`src/rtl/psc_pkg.sv`:
```
package psc_pkg;

    // Ratio controller states
    typedef enum logic [0:0] {
        ST_STEADY  = 1'b0,
        ST_PENDING = 1'b1
    } psc_state_t;

endpackage

```
`src/rtl/psc_select_reg.sv`:
```
module psc_select_reg #(
    parameter int          SEL_W      = 4,
    parameter int          DATA_W     = 8,
    parameter int          ADDR_W     = 6,
    parameter int          MAX_CODE   = 8,
    parameter int          RESET_CODE = 3,
    parameter logic [5:0]  REG_ADDR   = 6'h36
) (
    input  logic              clk,
    input  logic              rst_n,
    input  logic              wr_en,
    input  logic [ADDR_W-1:0] wr_addr,
    input  logic [SEL_W-1:0]  wr_field,
    input  logic              unlock,
    input  logic [ADDR_W-1:0] rd_addr,
    output logic [DATA_W-1:0] rd_data,
    output logic [SEL_W-1:0]  sel_field
);

    localparam logic [SEL_W-1:0]  MAX_SEL   = SEL_W'(MAX_CODE);
    localparam logic [SEL_W-1:0]  RST_SEL   = SEL_W'(RESET_CODE);
    localparam logic [ADDR_W-1:0] MY_ADDR   = ADDR_W'(REG_ADDR);
    localparam int                PAD_W     = DATA_W - SEL_W;

    logic [SEL_W-1:0] sel_q;
    logic             hit_wr;
    logic             code_ok;

    // A write lands only inside the window, at our address, with a legal code
    always_comb begin
        hit_wr  = wr_en && unlock && (wr_addr == MY_ADDR);
        code_ok = (wr_field <= MAX_SEL);
    end

    always_ff @(posedge clk or negedge rst_n) begin
        if (!rst_n) begin
            sel_q <= RST_SEL;
        end else if (hit_wr && code_ok) begin
            sel_q <= wr_field;
        end
    end

    // Upper readback bits are always zero
    always_comb begin
        if (rd_addr == MY_ADDR) begin
            rd_data = {{PAD_W{1'b0}}, sel_q};
        end else begin
            rd_data = '0;
        end
    end

    assign sel_field = sel_q;

endmodule

```
`src/rtl/psc_counter.sv`:
```
module psc_counter #(
    parameter int SEL_W = 4,
    parameter int CNT_W = 8
) (
    input  logic             clk,
    input  logic             rst_n,
    input  logic [SEL_W-1:0] act_sel,
    output logic [CNT_W-1:0] cnt,
    output logic             tick
);

    logic [CNT_W:0]   span;
    logic [CNT_W-1:0] last;
    logic [CNT_W-1:0] cnt_q;

    // Terminal value for a divide-by-2^act_sel period
    always_comb begin
        span = {{CNT_W{1'b0}}, 1'b1} << act_sel;
        last = CNT_W'(span - 1'b1);
        tick = (cnt_q == last);
    end

    always_ff @(posedge clk or negedge rst_n) begin
        if (!rst_n) begin
            cnt_q <= '0;
        end else if (tick) begin
            cnt_q <= '0;
        end else begin
            cnt_q <= cnt_q + 1'b1;
        end
    end

    assign cnt = cnt_q;

endmodule

```
`src/rtl/psc_ratio_fsm.sv`:
```
module psc_ratio_fsm
    import psc_pkg::*;
#(
    parameter int SEL_W      = 4,
    parameter int RESET_CODE = 3
) (
    input  logic             clk,
    input  logic             rst_n,
    input  logic [SEL_W-1:0] sel_field,
    input  logic             tick,
    output logic [SEL_W-1:0] act_sel,
    output logic             apply
);

    localparam logic [SEL_W-1:0] RST_SEL = SEL_W'(RESET_CODE);

    psc_state_t       state_q;
    psc_state_t       state_d;
    logic [SEL_W-1:0] act_q;

    // Next-state logic: request, apply, cancel
    always_comb begin
        state_d = state_q;
        unique case (state_q)
            ST_STEADY: begin
                if (sel_field != act_q) begin
                    state_d = ST_PENDING;
                end
            end
            ST_PENDING: begin
                if (tick || (sel_field == act_q)) begin
                    state_d = ST_STEADY;
                end
            end
        endcase
    end

    // State register and active ratio
    always_ff @(posedge clk or negedge rst_n) begin
        if (!rst_n) begin
            state_q <= ST_STEADY;
            act_q   <= RST_SEL;
        end else begin
            state_q <= state_d;
            if (apply) begin
                act_q <= sel_field;
            end
        end
    end

    // Output logic: switch only at a terminal count while pending
    always_comb begin
        apply = 1'b0;
        unique case (state_q)
            ST_STEADY:  apply = 1'b0;
            ST_PENDING: apply = tick;
        endcase
    end

    assign act_sel = act_q;

endmodule

```
`src/rtl/sysclk_prescaler.sv`:
```
module sysclk_prescaler #(
    parameter int          SEL_W      = 4,
    parameter int          DATA_W     = 8,
    parameter int          ADDR_W     = 6,
    parameter int          MAX_CODE   = 8,
    parameter int          RESET_CODE = 3,
    parameter logic [5:0]  REG_ADDR   = 6'h36
) (
    input  logic              clk,
    input  logic              rst_n,
    input  logic              wr_en,
    input  logic [ADDR_W-1:0] wr_addr,
    input  logic [DATA_W-1:0] wr_data,
    input  logic              unlock,
    input  logic [ADDR_W-1:0] rd_addr,
    output logic [DATA_W-1:0] rd_data,
    output logic              clk_en
);

    localparam int CNT_W = (MAX_CODE > 0) ? MAX_CODE : 1;

    logic [SEL_W-1:0] sel_q;
    logic [SEL_W-1:0] act_q;
    logic [CNT_W-1:0] cnt_q;
    logic             tc;
    logic             apply;
    logic             unused_hi;

    // Reserved write bits carry no meaning
    assign unused_hi = ^wr_data[DATA_W-1:SEL_W];

    psc_select_reg #(
        .SEL_W      (SEL_W),
        .DATA_W     (DATA_W),
        .ADDR_W     (ADDR_W),
        .MAX_CODE   (MAX_CODE),
        .RESET_CODE (RESET_CODE),
        .REG_ADDR   (REG_ADDR)
    ) u_sel (
        .clk       (clk),
        .rst_n     (rst_n),
        .wr_en     (wr_en),
        .wr_addr   (wr_addr),
        .wr_field  (wr_data[SEL_W-1:0]),
        .unlock    (unlock),
        .rd_addr   (rd_addr),
        .rd_data   (rd_data),
        .sel_field (sel_q)
    );

    psc_ratio_fsm #(
        .SEL_W      (SEL_W),
        .RESET_CODE (RESET_CODE)
    ) u_fsm (
        .clk       (clk),
        .rst_n     (rst_n),
        .sel_field (sel_q),
        .tick      (tc),
        .act_sel   (act_q),
        .apply     (apply)
    );

    psc_counter #(
        .SEL_W (SEL_W),
        .CNT_W (CNT_W)
    ) u_cnt (
        .clk     (clk),
        .rst_n   (rst_n),
        .act_sel (act_q),
        .cnt     (cnt_q),
        .tick    (tc)
    );

    assign clk_en = tc;

endmodule

```
`config.mk`:
```
export PLATFORM = sky130hd
export DESIGN_NAME = sysclk_prescaler
export DESIGN_NICKNAME = d
export VERILOG_FILES = /design/src/rtl/psc_pkg.sv /design/src/rtl/psc_select_reg.sv /design/src/rtl/psc_counter.sv /design/src/rtl/psc_ratio_fsm.sv /design/src/rtl/sysclk_prescaler.sv
export SDC_FILE = /design/constraint.sdc
export NUM_CORES = 1
export LEC_CHECK = 0
export BUFFER_PORTS_ARGS = -buffer_cell sky130_fd_sc_hd__buf_4
export CAP_MARGIN = 20
export CORE_MARGIN = 2
export CORE_UTILIZATION = 30
export CTS_CLUSTER_DIAMETER = 150
export CTS_CLUSTER_SIZE = 16
export DETAILED_ROUTE_END_ITERATION = 10
export GPL_TIMING_DRIVEN = 0
export PLACE_DENSITY = 0.63
export SYNTH_ARGS = -nofsm -noshare
export SYNTH_HDL_FRONTEND = slang
export SYNTH_SLANG_ARGS = --single-unit
export TNS_END_PERCENT = 100
```
`constraint.sdc`:
```
create_clock -name clk -period 2.7 [get_ports clk]
set_input_delay 0.405 -clock clk [delete_from_list [all_inputs] [get_ports clk]]
set_output_delay 0.405 -clock clk [all_outputs]
set_load 0.01 [all_outputs]
```
==> flow_metrics.py <==
metrics = {
    "grt": {
        "overflow": 0,
        "first_global_vias": 998,
        "antenna_found_initial": 0,
        "grtUsageTotal": 0.129,
        "grt_max_degree": 18,
        "grt_pass1_wl_mm": 4.67,
    },
    "power_and_ir_drop": {
        "combPwrFrac": 0.695,
        "irDropWorstVdd_v": 0.000720,
        "clkPwrFrac": 0.091,
        "swShare": 0.393,
        "switching_power_uw": 789,
        "power_mw": 2.01,
        "p_int_mw": 1.22,
        "power-per-cell-area_nw_per_um2": 1200,
        "pwr-share-seq": 0.213,
        "leakagePower_nw": 0.802,
    },
    "worst_setup_path": {
        "cp-start-kind": "register",
        "endpoint_kind": "output pin",
        "path_max_fanout": 8,
        "path_class": "register to output pin",
        "r2r_cells": 9,
        "worst_ep_arrival_time_ps": 2580,
        "cp.required_ps": 2300,
    },
    "cells_and_area": {
        "area_delta_synth_final_pct": 33.0,
        "fin_cells": 210,
        "diodes": 0,
        "fin_nets": 187,
        "fill_cells": 388,
        "final_util": 0.416,
        "final_area_sq_um": 1670,
        "post_route_cells_drive_above_1_share": 0.469,
    },
    "route": {
        "drt_iter0_markers": 15,
        "drc": 0,
        "vias_per_cell": 5.02,
        "drt-pass1-iter-count": 4,
        "wirelength_mm": 2.78,
        "wl_per_cell_um": 13.2,
        "ant_nets": 0,
        "vias": 1054,
    },
    "clock_network": {
        "hold_buffers": 0,
        "tritoncts": "yes",
        "clock_sinks": 17,
        "htreeDepth": 1,
        "root_buffer": "clkbuf_8",
        "clk_latency_ps": 240,
        "clockBufferDepth": 2,
        "cts.clk_slew.worst_paths_ps": 60,
        "numCtsBuffers": 3,
    },
    "placed_design": {
        "io_buffers": 24,
        "dpl_cell_area_sq_um": 1540,
        "pre_cts_slack_ps": -445,
        "dp_hpwl_mm": 1.96,
        "dp.cells": 197,
        "gp_congestion": 0.841,
    },
    "sta": {
        "relSlewSlack": 0.665,
        "hold_violations": 0,
        "max_clock_freq_mhz": 335,
        "tightest_slew_ps": 499,
        "grt_setup_unrepaired": "yes",
        "min_period_over_period": 1.11,
        "setup_viol": 1,
        "period_minus_slack_ps": 2990,
        "finalMaxSlewViolations": 0,
        "skew_ps": 2.01,
        "layout_setup_ws_ps": -287,
    },
    "synth": {
        "yosysTopAreaCell": "dfrtp_1",
        "synth_edf_count": 0,
        "synth_seq_cells": 17,
        "netlist_area_sq_um": 1260,
        "async_reset_ff_frac": 1.00,
        "yosysMostFrequentCell": "dfrtp_1",
        "seq_area_frac_synth": 0.342,
        "avgSynthCellArea_sq_um": 10.5,
        "ys_top_cells_by_count": "13 x dfrtp_1, 9 x nor2_1, 8 x xor2_1",
        "yosys-top-cells-area": "dfrtp_1 26%, dfstp_2 8.3%, xor2_1 5.6%, mux2_4 4.8%, mux2_2 3.6%",
        "ys_warn_count": 0,
        "synth_flop_cell": "dfrtp_1",
        "synth_top_area_share": 0.258,
        "synth_cell_type_count": 49,
        "netlist_instances": 120,
    },
    "floorplanning": {
        "dieArea_sq_um": 4730,
        "pin_count": 33,
        "die_w_um": 68.8,
        "start_util": 0.312,
        "die_y_um": 68.8,
        "core_sq_um": 4030,
        "row_count": 23,
    },
    "min_path": {
        "min_path_type": "input pin to async pin",
    },
    "status": {
        "violations": "negative setup slack",
        "status": "finished, violations left",
    },
    "flow_run": {
        "maxCapViolCount": 0,
    },
}
-- worst max-delay path, cell delays in order (launching register included) --
cell and delay (ps):
dfstp_2 390, or4_4 560, ha_4 180, buf_8 130, and2_4 140, o21a_1 180
o221ai_2 160, and4_4 240, nor3b_4 230, buf_6 130
-- cell type report --
cell class	instances	area, sq um	area share
Buffer	7	72.6	0.0433
Clock buffer	4	45.0	0.0269
Inverter	3	11.3	0.00673
Multi-Input combinational cell	94	781	0.466
Sequential cell	17	432	0.258
Tap cell	50	62.6	0.0374
Timing Repair Buffer	35	270	0.161
-- registers in the layout, summed over array words and instances, names as in the netlist --
register,cells
u_cnt.cnt,8
u_fsm.act_sel,4
u_sel.sel_field,4
u_fsm.state_q,1
-- metrics by stage --
step / hold slack [ps] / TNS (ps)
finish: 7.96 / -287
global route: 11.9 / -387
CTS: 15.6 / -277
detailed placement: 281 / -1060
global placement: 277 / -764
floorplan: 109 / -51.7
-- final timing paths --
kind	start	end	slack (ps)
setup / recovery	u_fsm.act_sel[0]$_DFFE_PN1P_	clk_en	-290
hold / removal	rst_n	u_cnt.cnt[7]$_DFF_PN0_	8
setup reg to reg	u_fsm.act_sel[0]$_DFFE_PN1P_	u_fsm.act_sel[3]$_DFFE_PN0P_	90
hold reg to reg	u_sel.sel_field[3]$_DFFE_PN0P_	u_fsm.act_sel[3]$_DFFE_PN0P_	580
max in group asynchronous	rst_n	u_fsm.act_sel[0]$_DFFE_PN1P_	2440
min in group clk	wr_data[2]	u_sel.sel_field[2]$_DFFE_PN0P_	410
-- cell usage in the layout (no fill, tap or decap), drive strengths merged, types with 3 or more instances in the layout --
master   n
nand3    4
and3     4
buf     40
and2     5
nand2    3
nor3     4
dfrtp   13
dfstp    4
nor3b    3
inv      3
xnor2    5
nor4     3
xor2     8
nor2b    3
conb     4
nor2     9
mux2     8
a21oi    3
clkbuf   6
-- metal layers --
metal  part of all wire  vias up  global-route usage  wire, um
met5                  0        -                   0         0
met4              0.028        0              0.0466        77
met3              0.049       10              0.0227       136
met2               0.46       35               0.198      1290
met1               0.46      505               0.180      1280
li1                   -      504                   -         -
-- power by group through the flow --
stage / sequential [mW] / combinational (mW) / clock, mW
floorplan: 0.402 / 0.924 / 0
global placement: 0.425 / 1.09 / 0
detailed placement: 0.428 / 1.12 / 0
CTS: 0.420 / 1.30 / 0.188
global route: 0.434 / 1.52 / 0.204
finish: 0.428 / 1.40 / 0.184
-- what timing repair did --
item / CTS / global route
pin swaps: 4 / 2
resized for setup: 3 / 4
cloned: 0 / 0
setup endpoints to repair: 13 / 3
endpoints found under the hold margin: 0 / 0
buffers inserted: 8 / 4
-- cells by family after synthesis --
| group | synth area share |
|---|---|
| AND/OR/NAND/NOR | 0.291 |
| flip-flops | 0.342 |
| buffers and inverters | 0.0755 |
| multiplexers | 0.0835 |
| AO/OA/AOI/OAI | 0.0944 |
| adder cells (fa/ha/maj) | 0.0199 |
| XOR/XNOR | 0.0905 |
| other | 0.00298 |
Power figures use the tool's default switching activity.
